--- src/rtl/csr_pkg.sv ---
package csr_pkg;

    // Address regions decoded by the bank
    typedef enum logic [2:0] {
        RG_CFG,
        RG_CTL,
        RG_STAT,
        RG_RAW,
        RG_NONE
    } region_e;

    // Number of bus words a field occupies once padded to a word boundary
    function automatic int num_chunks(input int field_w, input int word_w);
        return (field_w + word_w - 1) / word_w;
    endfunction

endpackage

--- src/rtl/csr_wide_field.sv ---
module csr_wide_field #(
    parameter int FIELD_W   = 20,
    parameter int WORD_W    = 8,
    parameter int ADDR_W    = 4,
    parameter int BASE      = 0,
    parameter bit ATOMIC    = 1'b0,
    parameter bit DEV_WRITE = 1'b0,
    parameter logic [FIELD_W-1:0] RESET_VAL = '0
) (
    input  logic               clk,
    input  logic               rst_n,
    input  logic [ADDR_W-1:0]  bus_addr,
    input  logic               bus_we,
    input  logic [WORD_W-1:0]  bus_wdata,
    input  logic               dev_we,
    input  logic [FIELD_W-1:0] dev_wdata,
    output logic [FIELD_W-1:0] live_q,
    output logic [WORD_W-1:0]  rd_word,
    output logic               hit
);
    localparam int NCH   = csr_pkg::num_chunks(FIELD_W, WORD_W);
    localparam int PAD_W = NCH * WORD_W;
    localparam int LAST  = NCH - 1;
    localparam logic [PAD_W-1:0] KEEP     = {PAD_W{1'b1}} >> (PAD_W - FIELD_W);
    localparam logic [PAD_W-1:0] LOW_MASK = PAD_W'({WORD_W{1'b1}});

    logic [ADDR_W-1:0] off;
    logic [PAD_W-1:0]  live_pad, live_nxt;
    logic [PAD_W-1:0]  shadow_q, shadow_nxt;

    // Offset wraps above NCH for addresses below BASE
    assign off = bus_addr - ADDR_W'(BASE);
    assign hit = (off < ADDR_W'(NCH));

    // Read: chunk 0 carries the most significant word
    always_comb begin
        rd_word = '0;
        for (int i = 0; i < NCH; i++) begin
            if (hit && off == ADDR_W'(i))
                rd_word = live_pad[(LAST - i) * WORD_W +: WORD_W];
        end
    end

    // Next value of live storage and shadow hold
    always_comb begin
        live_nxt   = live_pad;
        shadow_nxt = shadow_q;
        if (DEV_WRITE && dev_we)
            live_nxt = PAD_W'(dev_wdata);
        if (bus_we && hit) begin
            for (int i = 0; i < NCH; i++) begin
                if (off == ADDR_W'(i)) begin
                    if (ATOMIC && i != LAST) begin
                        shadow_nxt[(LAST - i) * WORD_W +: WORD_W] = bus_wdata;
                    end else if (ATOMIC) begin
                        live_nxt = (shadow_q & ~LOW_MASK) | PAD_W'(bus_wdata);
                    end else begin
                        live_nxt[(LAST - i) * WORD_W +: WORD_W] = bus_wdata;
                    end
                end
            end
        end
        live_nxt = live_nxt & KEEP;
    end

    always_ff @(posedge clk) begin
        if (!rst_n) begin
            live_pad <= PAD_W'(RESET_VAL) & KEEP;
            shadow_q <= '0;
        end else begin
            live_pad <= live_nxt;
            shadow_q <= shadow_nxt;
        end
    end

    assign live_q = live_pad[FIELD_W-1:0];

endmodule

--- src/rtl/csr_raw_port.sv ---
module csr_raw_port #(
    parameter int WORD_W = 8,
    parameter int RAW_W  = 8,
    parameter int ADDR_W = 4,
    parameter int ADDR   = 6
) (
    input  logic [ADDR_W-1:0] bus_addr,
    input  logic              bus_we,
    input  logic [RAW_W-1:0]  dev_d,
    output logic              dev_rd,
    output logic [WORD_W-1:0] rd_word,
    output logic              hit
);
    assign hit     = (bus_addr == ADDR_W'(ADDR));
    assign dev_rd  = hit && !bus_we;
    assign rd_word = WORD_W'(dev_d);
endmodule

--- src/rtl/csr_bank.sv ---
module csr_bank #(
    parameter int WORD_W = 8,
    parameter int ADDR_W = 4,
    parameter int CFG_W  = 20,
    parameter int CTL_W  = 12,
    parameter int STAT_W = 8,
    parameter int RAW_W  = 8,
    parameter logic [CFG_W-1:0] CFG_RST = 20'hA5C3E,
    parameter logic [CTL_W-1:0] CTL_RST = 12'h3C1
) (
    input  logic              clk,
    input  logic              rst_n,
    input  logic [ADDR_W-1:0] bus_addr,
    input  logic              bus_we,
    input  logic [WORD_W-1:0] bus_wdata,
    output logic [WORD_W-1:0] bus_rdata,
    output logic [CFG_W-1:0]  dev_cfg_q,
    output logic [CTL_W-1:0]  dev_ctl_q,
    input  logic              dev_ctl_we,
    input  logic [CTL_W-1:0]  dev_ctl_d,
    input  logic [STAT_W-1:0] dev_stat_d,
    output logic              dev_raw_rd,
    input  logic [RAW_W-1:0]  dev_raw_d
);
    import csr_pkg::*;

    localparam int CFG_N     = num_chunks(CFG_W, WORD_W);
    localparam int CTL_N     = num_chunks(CTL_W, WORD_W);
    localparam int CFG_BASE  = 0;
    localparam int CTL_BASE  = CFG_BASE + CFG_N;
    localparam int STAT_ADDR = CTL_BASE + CTL_N;
    localparam int RAW_ADDR  = STAT_ADDR + 1;

    logic [WORD_W-1:0] cfg_word, ctl_word, raw_word, stat_word, rd_mux;
    logic              cfg_hit, ctl_hit, raw_hit, stat_hit;
    region_e           region;

    csr_wide_field #(
        .FIELD_W(CFG_W), .WORD_W(WORD_W), .ADDR_W(ADDR_W), .BASE(CFG_BASE),
        .ATOMIC(1'b1), .DEV_WRITE(1'b0), .RESET_VAL(CFG_RST)
    ) u_cfg (
        .clk(clk), .rst_n(rst_n), .bus_addr(bus_addr), .bus_we(bus_we),
        .bus_wdata(bus_wdata), .dev_we(1'b0), .dev_wdata('0),
        .live_q(dev_cfg_q), .rd_word(cfg_word), .hit(cfg_hit)
    );

    csr_wide_field #(
        .FIELD_W(CTL_W), .WORD_W(WORD_W), .ADDR_W(ADDR_W), .BASE(CTL_BASE),
        .ATOMIC(1'b0), .DEV_WRITE(1'b1), .RESET_VAL(CTL_RST)
    ) u_ctl (
        .clk(clk), .rst_n(rst_n), .bus_addr(bus_addr), .bus_we(bus_we),
        .bus_wdata(bus_wdata), .dev_we(dev_ctl_we), .dev_wdata(dev_ctl_d),
        .live_q(dev_ctl_q), .rd_word(ctl_word), .hit(ctl_hit)
    );

    csr_raw_port #(
        .WORD_W(WORD_W), .RAW_W(RAW_W), .ADDR_W(ADDR_W), .ADDR(RAW_ADDR)
    ) u_raw (
        .bus_addr(bus_addr), .bus_we(bus_we), .dev_d(dev_raw_d),
        .dev_rd(dev_raw_rd), .rd_word(raw_word), .hit(raw_hit)
    );

    // Status word: no storage, device value passed straight to the read mux
    assign stat_hit  = (bus_addr == ADDR_W'(STAT_ADDR));
    assign stat_word = WORD_W'(dev_stat_d);

    always_comb begin
        if (cfg_hit)       region = RG_CFG;
        else if (ctl_hit)  region = RG_CTL;
        else if (stat_hit) region = RG_STAT;
        else if (raw_hit)  region = RG_RAW;
        else               region = RG_NONE;
    end

    always_comb begin
        unique case (region)
            RG_CFG:  rd_mux = cfg_word;
            RG_CTL:  rd_mux = ctl_word;
            RG_STAT: rd_mux = stat_word;
            RG_RAW:  rd_mux = raw_word;
            default: rd_mux = '0;
        endcase
    end

    always_ff @(posedge clk) begin
        if (!rst_n) bus_rdata <= '0;
        else        bus_rdata <= rd_mux;
    end

endmodule

--- config.mk ---
export PLATFORM = sky130hd
export DESIGN_NAME = csr_bank
export DESIGN_NICKNAME = d
export VERILOG_FILES = /design/src/rtl/csr_pkg.sv /design/src/rtl/csr_wide_field.sv /design/src/rtl/csr_raw_port.sv /design/src/rtl/csr_bank.sv
export SDC_FILE = /design/constraint.sdc
export NUM_CORES = 1
export LEC_CHECK = 0
export BUFFER_PORTS_ARGS = -buffer_cell sky130_fd_sc_hd__buf_2
export CORE_ASPECT_RATIO = 1.25
export CORE_MARGIN = 3
export CORE_UTILIZATION = 30
export CTS_CLUSTER_DIAMETER = 120
export DETAILED_ROUTE_END_ITERATION = 12
export MAX_ROUTING_LAYER = met4
export SLEW_MARGIN = 25
export SYNTH_ARGS = -nofsm -noshare
export SYNTH_HDL_FRONTEND = slang
export SYNTH_SLANG_ARGS = --single-unit
--- constraint.sdc ---
create_clock -name clk -period 2.5 [get_ports clk]
set_input_delay 0.5 -clock clk [delete_from_list [all_inputs] [get_ports clk]]
set_output_delay 0.5 -clock clk [all_outputs]
set_load 0.02 [all_outputs]
==> results of run 1 <==
==> kinds of logic (layout without fill, tap and decap cells) <==
family	count (synthesis)	count (layout)	synth area share, %
buffers and inverters	22	108	3.45
multiplexers	36	36	14.6
AND/OR/NAND/NOR	133	133	24.5
adder cells (fa/ha/maj)	5	5	2.40
flip-flops	52	52	39.9
AO/OA/AOI/OAI	57	57	15.2
==> final cells by class <==
| type | count | area [um^2] |
|---|---|---|
| fill | 900 | 5080 |
| inverter | 3 | 11.3 |
| sequential | 52 | 1040 |
| clock inverter | 2 | 12.5 |
| tap | 97 | 121 |
| multi-input combinational | 231 | 1480 |
| timing repair buffer | 98 | 526 |
| clock buffer | 5 | 68.8 |
==> sequential cells by signal, indices dropped and copies added (netlist names) <==
name	count
bus_rdata	8
u_cfg.live_pad	20
u_cfg.shadow_q	12
u_ctl.live_pad	12
==> worst min-delay path by stage <==
| stage | from | to | slack (ns) | cells past startpoint |
|---|---|---|---|---|
| 2_1_floorplan | u_cfg.shadow_q[19] | u_cfg.live_pad[19] | 0.44 | 2 |
| 3_3_place_gp | u_cfg.shadow_q[11] | u_cfg.live_pad[11] | 0.45 | 2 |
| 3_5_place_dp | u_cfg.shadow_q[10] | u_cfg.live_pad[10] | 0.46 | 2 |
| 4_1_cts | dev_raw_d[0] | bus_rdata[0] | 0.43 | 3 |
| 5_1_grt | dev_raw_d[0] | bus_rdata[0] | 0.44 | 3 |
| 6_report | dev_raw_d[0] | bus_rdata[0] | 0.44 | 3 |
==> through the flow <==
step / util (%) / instances / worst slack [ns]
4_1_cts: 39.1 / 488 / 0.425
5_1_grt: 39.1 / 488 / 0.225
3_5_place_dp: 38.1 / 481 / 0.0960
6_report: 39.1 / 488 / 0.416
2_1_floorplan: - / 305 / 0.267
3_3_place_gp: 38.1 / 481 / 0.195
==> per-layer routing <==
layer  track usage, %  wire length (um)  up-vias
li1                 -                 -     1216
met1             19.1              3320     1117
met2             26.4              3700       82
met3             2.30               369       20
met4             6.91               227        0
met5                -                 0        -
==> worst min-delay path: cells and delay by family <==
kind / cells / cell delay (ns)
AO/OA/AOI/OAI: 1 / 0.06
buffers and inverters: 1 / 0.09
AND/OR/NAND/NOR: 1 / 0.05
==> cell usage after synthesis, drive strengths merged (4+ instances only) <==
| cell type | count | area share (%) |
|---|---|---|
| a21boi | 9 | 2.6 |
| ha | 5 | 2.4 |
| a31oi | 8 | 1.9 |
| nor2b | 13 | 3.1 |
| clkbuf | 17 | 2.4 |
| o21ai | 21 | 4.0 |
| nand3 | 14 | 2.7 |
| dfxtp | 52 | 40 |
| a22oi | 4 | 1.2 |
| a21oi | 5 | 0.96 |
| mux2i | 26 | 10 |
| nand2 | 83 | 12 |
| mux2 | 10 | 4.6 |
| a32oi | 4 | 1.3 |
| nand2b | 8 | 2.0 |
==> report_power, final <==
| group | switching [W] | total, W | internal (W) | leakage [nW] |
|---|---|---|---|---|
| logic | 0.000142 | 0.000249 | 0.000107 | 0.979 |
| registers | 0.0000170 | 0.000866 | 0.000849 | 0.423 |
| clock network | 0.000276 | 0.000466 | 0.000190 | 0.0400 |
==> metrics.txt, run 1 <==
DR iter-0 viols=199; # setup viols final=0; via count=2435; Worst-Margin Slew=0.833 ns; Buf/Inv on CP=2; Synth async-reset ratio=0%; number of setup buffers added after CTS=0; Initial Util=31.3%; delay of the slowest critical-path stage=0.71 ns; CP max FO=7; cell area after synthesis=2610 um^2; final instance area=3260 um^2; synthesis-to-finish area growth=24.9%; Crit Path Category=in2reg; Max Cap Viol=0; share of cells above drive strength 1=31.5%; Seq/Total Area, Yosys=39.9%; Post-CTS Hold Fix Bufs=0; CP arrival=2.32 ns; maximum clock insertion buffer count=2; total track usage=15.9%; die width=89.4 um; Power Total=0.00158 W; fin crit share=83.3%; CTS tree=done; reg-to-reg critical path startpoint=u_ctl.live_pad[8]; cell family with most CP delay=simple AND/OR/NAND/NOR gates; peak supply drop=0.167 mV; clk_lat worst skew=0.31 ns; diode count=0; CTS Buf Count=5; CP Capture Type=flip-flop; Yosys cell types=38; Worst R2R Path Depth=4; Post-Synthesis Cells=305; pwr dens=485 nW/um^2; Critical Path Source=bus_addr[0]; Reg clk slew, reported paths=0.09 ns; R2R setup slack=1.38 ns; leading cell type in the layout, fill and taps excluded=buf_2; Net Count, Synth=354; Overflow after GRT=0; largest net degree at the start of global routing=32; most used flip-flop cell after synthesis=dfxtp_1; Post-Route WL=7.62 mm; post-CTS sizing=0; RSZ-0062 raised after global routing=false; Worst Hold Class=in2reg; WP data required=2.74 ns; drt drc=0; area post-placement=3180 um^2; Leak=1.44 nW; Slew Limit Headroom=44.4%; Worst Setup EP=bus_rdata[4]; number of global-route vias before repair=2314; CTS H-tree depth=2; Setup TNS=0 ns; GPL Wtd Cong=0.833; WHS=0.438 ns; wire length per cell=15.6 um; Startpoint Class=primary input; DRT Pass-1 Iters=7; PortBufs=84; Hold Fails Final Rpt=0; row cnt=37; I/O pin cnt=85; synth warn=0; fin nets=440; HPWL Detailed=6.02 mm; crit path cell chain=buf_2 -> inv_1 -> ha_1 -> nor2_1 -> nor3b_1 -> a22oi_1 -> a31oi_1; outcome=complete, no violations; Max Clock Freq=0.480 GHz; post-layout min period=2.08 ns; CTS sink count=52; flops & latches, synth=52; mean area per synthesized cell=8.55 um^2; most frequent cells in the layout=84 x buf_2, 83 x nand2_1, 52 x dfxtp_1, 26 x mux2i_1, 21 x o21ai_0; chip height=110 um; Routed Antenna Nets=0; Core Box Area=8330 um^2; initial antenna violation count=0; critical register-to-register path endpoint=bus_rdata[0]; Crit path depth=7; die area=9850 um^2; vias per cell=4.99; first-pass GRT wire length=11.6 mm; Final Skew=0.00340 ns; EDFF count, synth=0; CTS Root Cell=clkbuf_8; fin. max-slew vios=0; slowest CP cell=nor3b_1
Power figures use the tool's default switching activity.
==> inputs of run 2 (changes only) <==
clock period = 2.1 ns   (was 2.5 ns; I/O delays follow)
==> run 2 against run 1 <==
Cell count grew 2.0%; via count shrank 0.21%; sequential power grew 19%; routed wire length shrank 0.66%; flip-flop and latch count is the same; die area is the same; power grew 21%; design area grew 3.5%; clock power grew 24%; highest routed layer unchanged.
==> metrics.txt, run 2 (same netlist as run 1, synthesis figures left out) <==
outcome=complete, no violations; via count=2430; first-pass GRT wire length=11.9 mm; fin. max-slew vios=0; drt drc=0; chip height=110 um; post-CTS sizing=0; initial antenna violation count=0; PortBufs=84; DP Cell Count=490; Initial Util=31.3%; final core occ=40.5%; CTS H-tree depth=2; max reg flops=20; Leak=1.50 nW; Worst R2R Path Depth=4; Fill cells=875; # setup viols final=0; HPWL Detailed=6.00 mm; slowest CP cell=ha_1; maximum clock insertion buffer count=2; CTS Buf Count=5; fin crit share=85.4%; peak supply drop=0.234 mV; biggest regs=u_cfg.live_pad (20), u_cfg.shadow_q (12), u_ctl.live_pad (12); die width=89.4 um; Reg clk slew, reported paths=0.09 ns; delay of the slowest critical-path stage=0.35 ns; largest reg by FF count=u_cfg.live_pad; Hold Fails Final Rpt=0; Overflow after GRT=0; synthesis-to-finish area growth=29.3%; leading cell type in the layout, fill and taps excluded=buf_2; WP data required=2.33 ns; Post-Route WL=7.57 mm; number of setup buffers added after CTS=0; I/O pin cnt=85; Max Cap Viol=0; Max Clock Freq=0.558 GHz; Non-Filler Instances=498; Crit Path Category=in2reg; pwr dens=569 nW/um^2; vias per cell=4.88; Power Total=0.00192 W; Final Skew=0.00350 ns; row cnt=37; Slew Limit Headroom=60.8%; RSZ-0062 raised after global routing=false; number of global-route vias before repair=2305; CP Capture Type=flip-flop; hold path cells=3; Core Box Area=8330 um^2; Setup TNS=0 ns; Worst Hold Class=in2reg; Worst-Margin Slew=0.584 ns; total track usage=16.2%; CTS Root Cell=clkbuf_8; GPL Wtd Cong=0.821; wire length per cell=15.2 um; CP arrival=2.02 ns; post-layout min period=1.79 ns; share of cells above drive strength 1=33.4%; fin nets=449; CP max FO=4; Post-CTS Hold Fix Bufs=0; largest net degree at the start of global routing=38; dpl ws=-0.127 ns; DR iter-0 viols=111; Setup WS post-layout=0.307 ns; most frequent cells in the layout=84 x buf_2, 83 x nand2_1, 52 x dfxtp_1, 26 x mux2i_1; clk_lat worst skew=0.30 ns; die area=9850 um^2; DRT Pass-1 Iters=4; Routed Antenna Nets=0; diode count=0; CTS sink count=52; Startpoint Class=primary input; CTS tree=done; crit path cell chain=buf_2 -> inv_1 -> ha_1 -> nand3b_1 -> a211oi_2 -> o21a_1 -> buf_4 -> mux2i_1
==> run 2: cell count changes in the layout (fill, tap and decap cells not counted), sizes merged <==
cell    change
buf         +9
clkbuf      +2
clkinv      -1
==> run 2: report_power, final <==
part / internal [W] / switching (W) / total, W
clock: 0.000268 / 0.000309 / 0.000577
combinational: 0.000139 / 0.000172 / 0.000311
sequential: 0.00101 / 0.0000198 / 0.00103
total: 0.00142 / 0.000501 / 0.00192
==> run 2: path summary, 6_finish.rpt <==
kind	startpoint	end	slack [ns]
setup / recovery	bus_addr[0]	u_ctl.live_pad[5]	0.31
hold / removal	dev_raw_d[1]	bus_rdata[1]	0.38
setup reg to reg	u_ctl.live_pad[8]	bus_rdata[0]	0.98
hold reg to reg	u_cfg.shadow_q[8]	u_cfg.live_pad[8]	0.47
==> run 2: worst max-delay path, delay by kind of cell <==
kind | cells | cell delay (ns)
AND/OR/NAND/NOR | 1 | 0.20
buffers and inverters | 3 | 0.34
multiplexers | 1 | 0.18
AO/OA/AOI/OAI | 2 | 0.53
adder cells (fa/ha/maj) | 1 | 0.35
==> run 2: metal layers <==
metal / part of all wire, % / up-vias / GRT usage [%]
met5: 0 / - / -
met4: 1.1 / 0 / 4.36
met3: 5.2 / 4 / 2.30
met2: 50 / 75 / 26.7
met1: 44 / 1112 / 20.8
li1: - / 1239 / -
==> run 2: layout make-up <==
class | count | area [um^2] | area share, %
multi-input cells | 231 | 1490 | 44.1
flip-flops and latches | 52 | 1040 | 30.9
repair buffers | 107 | 618 | 18.3
well taps | 97 | 121 | 3.60
clock buffers | 7 | 86.3 | 2.56
inverters | 3 | 11.3 | 0.334
clock inverters | 1 | 7.51 | 0.223
==> run 2: per-stage QoR <==
stage / hold WS [ns] / cell area (um^2)
CTS: 0.368 / 3370
global route: 0.371 / 3370
floorplan: 0.440 / 2610
global placement: 0.445 / 3270
detailed placement: 0.457 / 3270
finish: 0.382 / 3370
==> inputs of run 3 (changes only) <==
MAX_ROUTING_LAYER = unset   (was met4)
==> run 3 against run 2 <==
Count of clock-buffer cells in the layout is the same; clock skew is essentially flat; setup slack better by 0.00083 ns; critical path type unchanged; critical endpoint unchanged; largest power group unchanged; highest routed layer unchanged.
==> metrics.txt, run 3 (same netlist as run 1, synthesis figures left out) <==
Max Clock Freq=0.558 GHz; fin crit share=85.3%; CTS H-tree depth=2; # setup viols final=0; CTS sink count=52; RSZ-0062 raised after global routing=false; CP max FO=4; Worst-Margin Slew=0.582 ns; Crit Path Category=in2reg; CP arrival=2.02 ns; wire length per cell=15.2 um; DRT Pass-1 Iters=7; die width=89.4 um; clock network fraction of design power=30.1%; chip height=110 um; hold path cells=3; total track usage=15.8%; Max Cap Viol=0; Routed Antenna Nets=0; row cnt=37; biggest regs=u_cfg.live_pad (20), u_cfg.shadow_q (12), u_ctl.live_pad (12); GPL Wtd Cong=0.809; maximum clock insertion buffer count=2; Hold Fails Final Rpt=0; Startpoint Class=primary input; via count=2430; largest reg by FF count=u_cfg.live_pad; P_int=0.00142 W; Final Skew=0.00373 ns; final core occ=40.5%; I/O pin cnt=85; Overflow after GRT=0; synthesis-to-finish area growth=29.3%; drt drc=0; vias per cell=4.88; number of global-route vias before repair=2307; Core Box Area=8330 um^2; share of cells above drive strength 1=33.4%; final instance area=3370 um^2; diode count=0; WP data required=2.33 ns; outcome=complete, no violations; Comb power frac=16.2%; initial antenna violation count=0; Initial Util=31.3%; Post-CTS Hold Fix Bufs=0; Switching Fraction=26.2%; largest net degree at the start of global routing=38; fin nets=449; fin. max-slew vios=0; PortBufs=84; CTS Root Cell=clkbuf_8; post-CTS sizing=0; most frequent cells in the layout=84 x buf_2, 83 x nand2_1, 52 x dfxtp_1, 26 x mux2i_1; sequential power share=53.7%; post-layout min period=1.79 ns; Reg clk slew, reported paths=0.09 ns; CP Capture Type=flip-flop; area post-placement=3270 um^2; Setup WS post-layout=0.308 ns; peak supply drop=0.234 mV; HPWL Detailed=6.00 mm; dpl ws=-0.127 ns; CTS Buf Count=5; Leak=1.50 nW; Setup TNS=0 ns; DR iter-0 viols=114; Slew Limit Headroom=61.0%; Sw Pwr=0.000502 W; number of setup buffers added after CTS=0; max reg flops=20; die area=9850 um^2; first-pass GRT wire length=11.9 mm; Post-Route WL=7.59 mm; Worst R2R Path Depth=4; leading cell type in the layout, fill and taps excluded=buf_2; Power Total=0.00192 W; pwr dens=569 nW/um^2; clk_lat worst skew=0.30 ns; CTS tree=done; Worst Hold Class=in2reg
-- run 3: cell counts in the layout (fill, tap and decap cells not counted) --
Identical to the previous run, type by type.
-- run 3: per-layer routing --
metal | GRT usage [%] | wire [um]
met1 | 20.3 | 3320
met4 | 4.36 | 95
met3 | 2.75 | 409
met5 | 0 | 0
met2 | 26.8 | 3770
-- run 3: through the flow --
stage / hold WS, ns / instances
2_1_floorplan: 0.440 / 305
3_3_place_gp: 0.445 / 490
3_5_place_dp: 0.457 / 490
4_1_cts: 0.368 / 498
5_1_grt: 0.371 / 498
6_report: 0.381 / 498
-- run 3: final timing paths --
| kind | from | endpoint | slack (ns) |
|---|---|---|---|
| max | bus_addr[0] | u_ctl.live_pad[5] | 0.31 |
| min | dev_raw_d[0] | bus_rdata[0] | 0.38 |
| max reg2reg | u_ctl.live_pad[8] | bus_rdata[0] | 0.99 |
| min reg2reg | u_cfg.shadow_q[8] | u_cfg.live_pad[8] | 0.47 |
-- run 3: power groups by stage --
stage | registers, W | clock network [W] | logic (W)
5_1_grt | 0.00103 | 0.000631 | 0.000342
3_5_place_dp | 0.00105 | 0 | 0.000312
6_report | 0.00103 | 0.000578 | 0.000311
2_1_floorplan | 0.00107 | 0 | 0.000149
4_1_cts | 0.00103 | 0.000604 | 0.000313
3_3_place_gp | 0.00105 | 0 | 0.000310
-- run 3: final cells by class --
type	instances	area, um^2
clock buffers	7	86.3
clock inverters	1	7.51
fillers	875	4960
inverters	3	11.3
multi-input cells	231	1490
flip-flops and latches	52	1040
well taps	97	121
repair buffers	107	618
-- run 3: worst max-delay path, stage by stage --
cell and delay [ns]:
buf_2 0.11, inv_1 0.05, ha_1 0.35, nand3b_1 0.20
a211oi_2 0.25, o21a_1 0.28, buf_4 0.18, mux2i_1 0.18
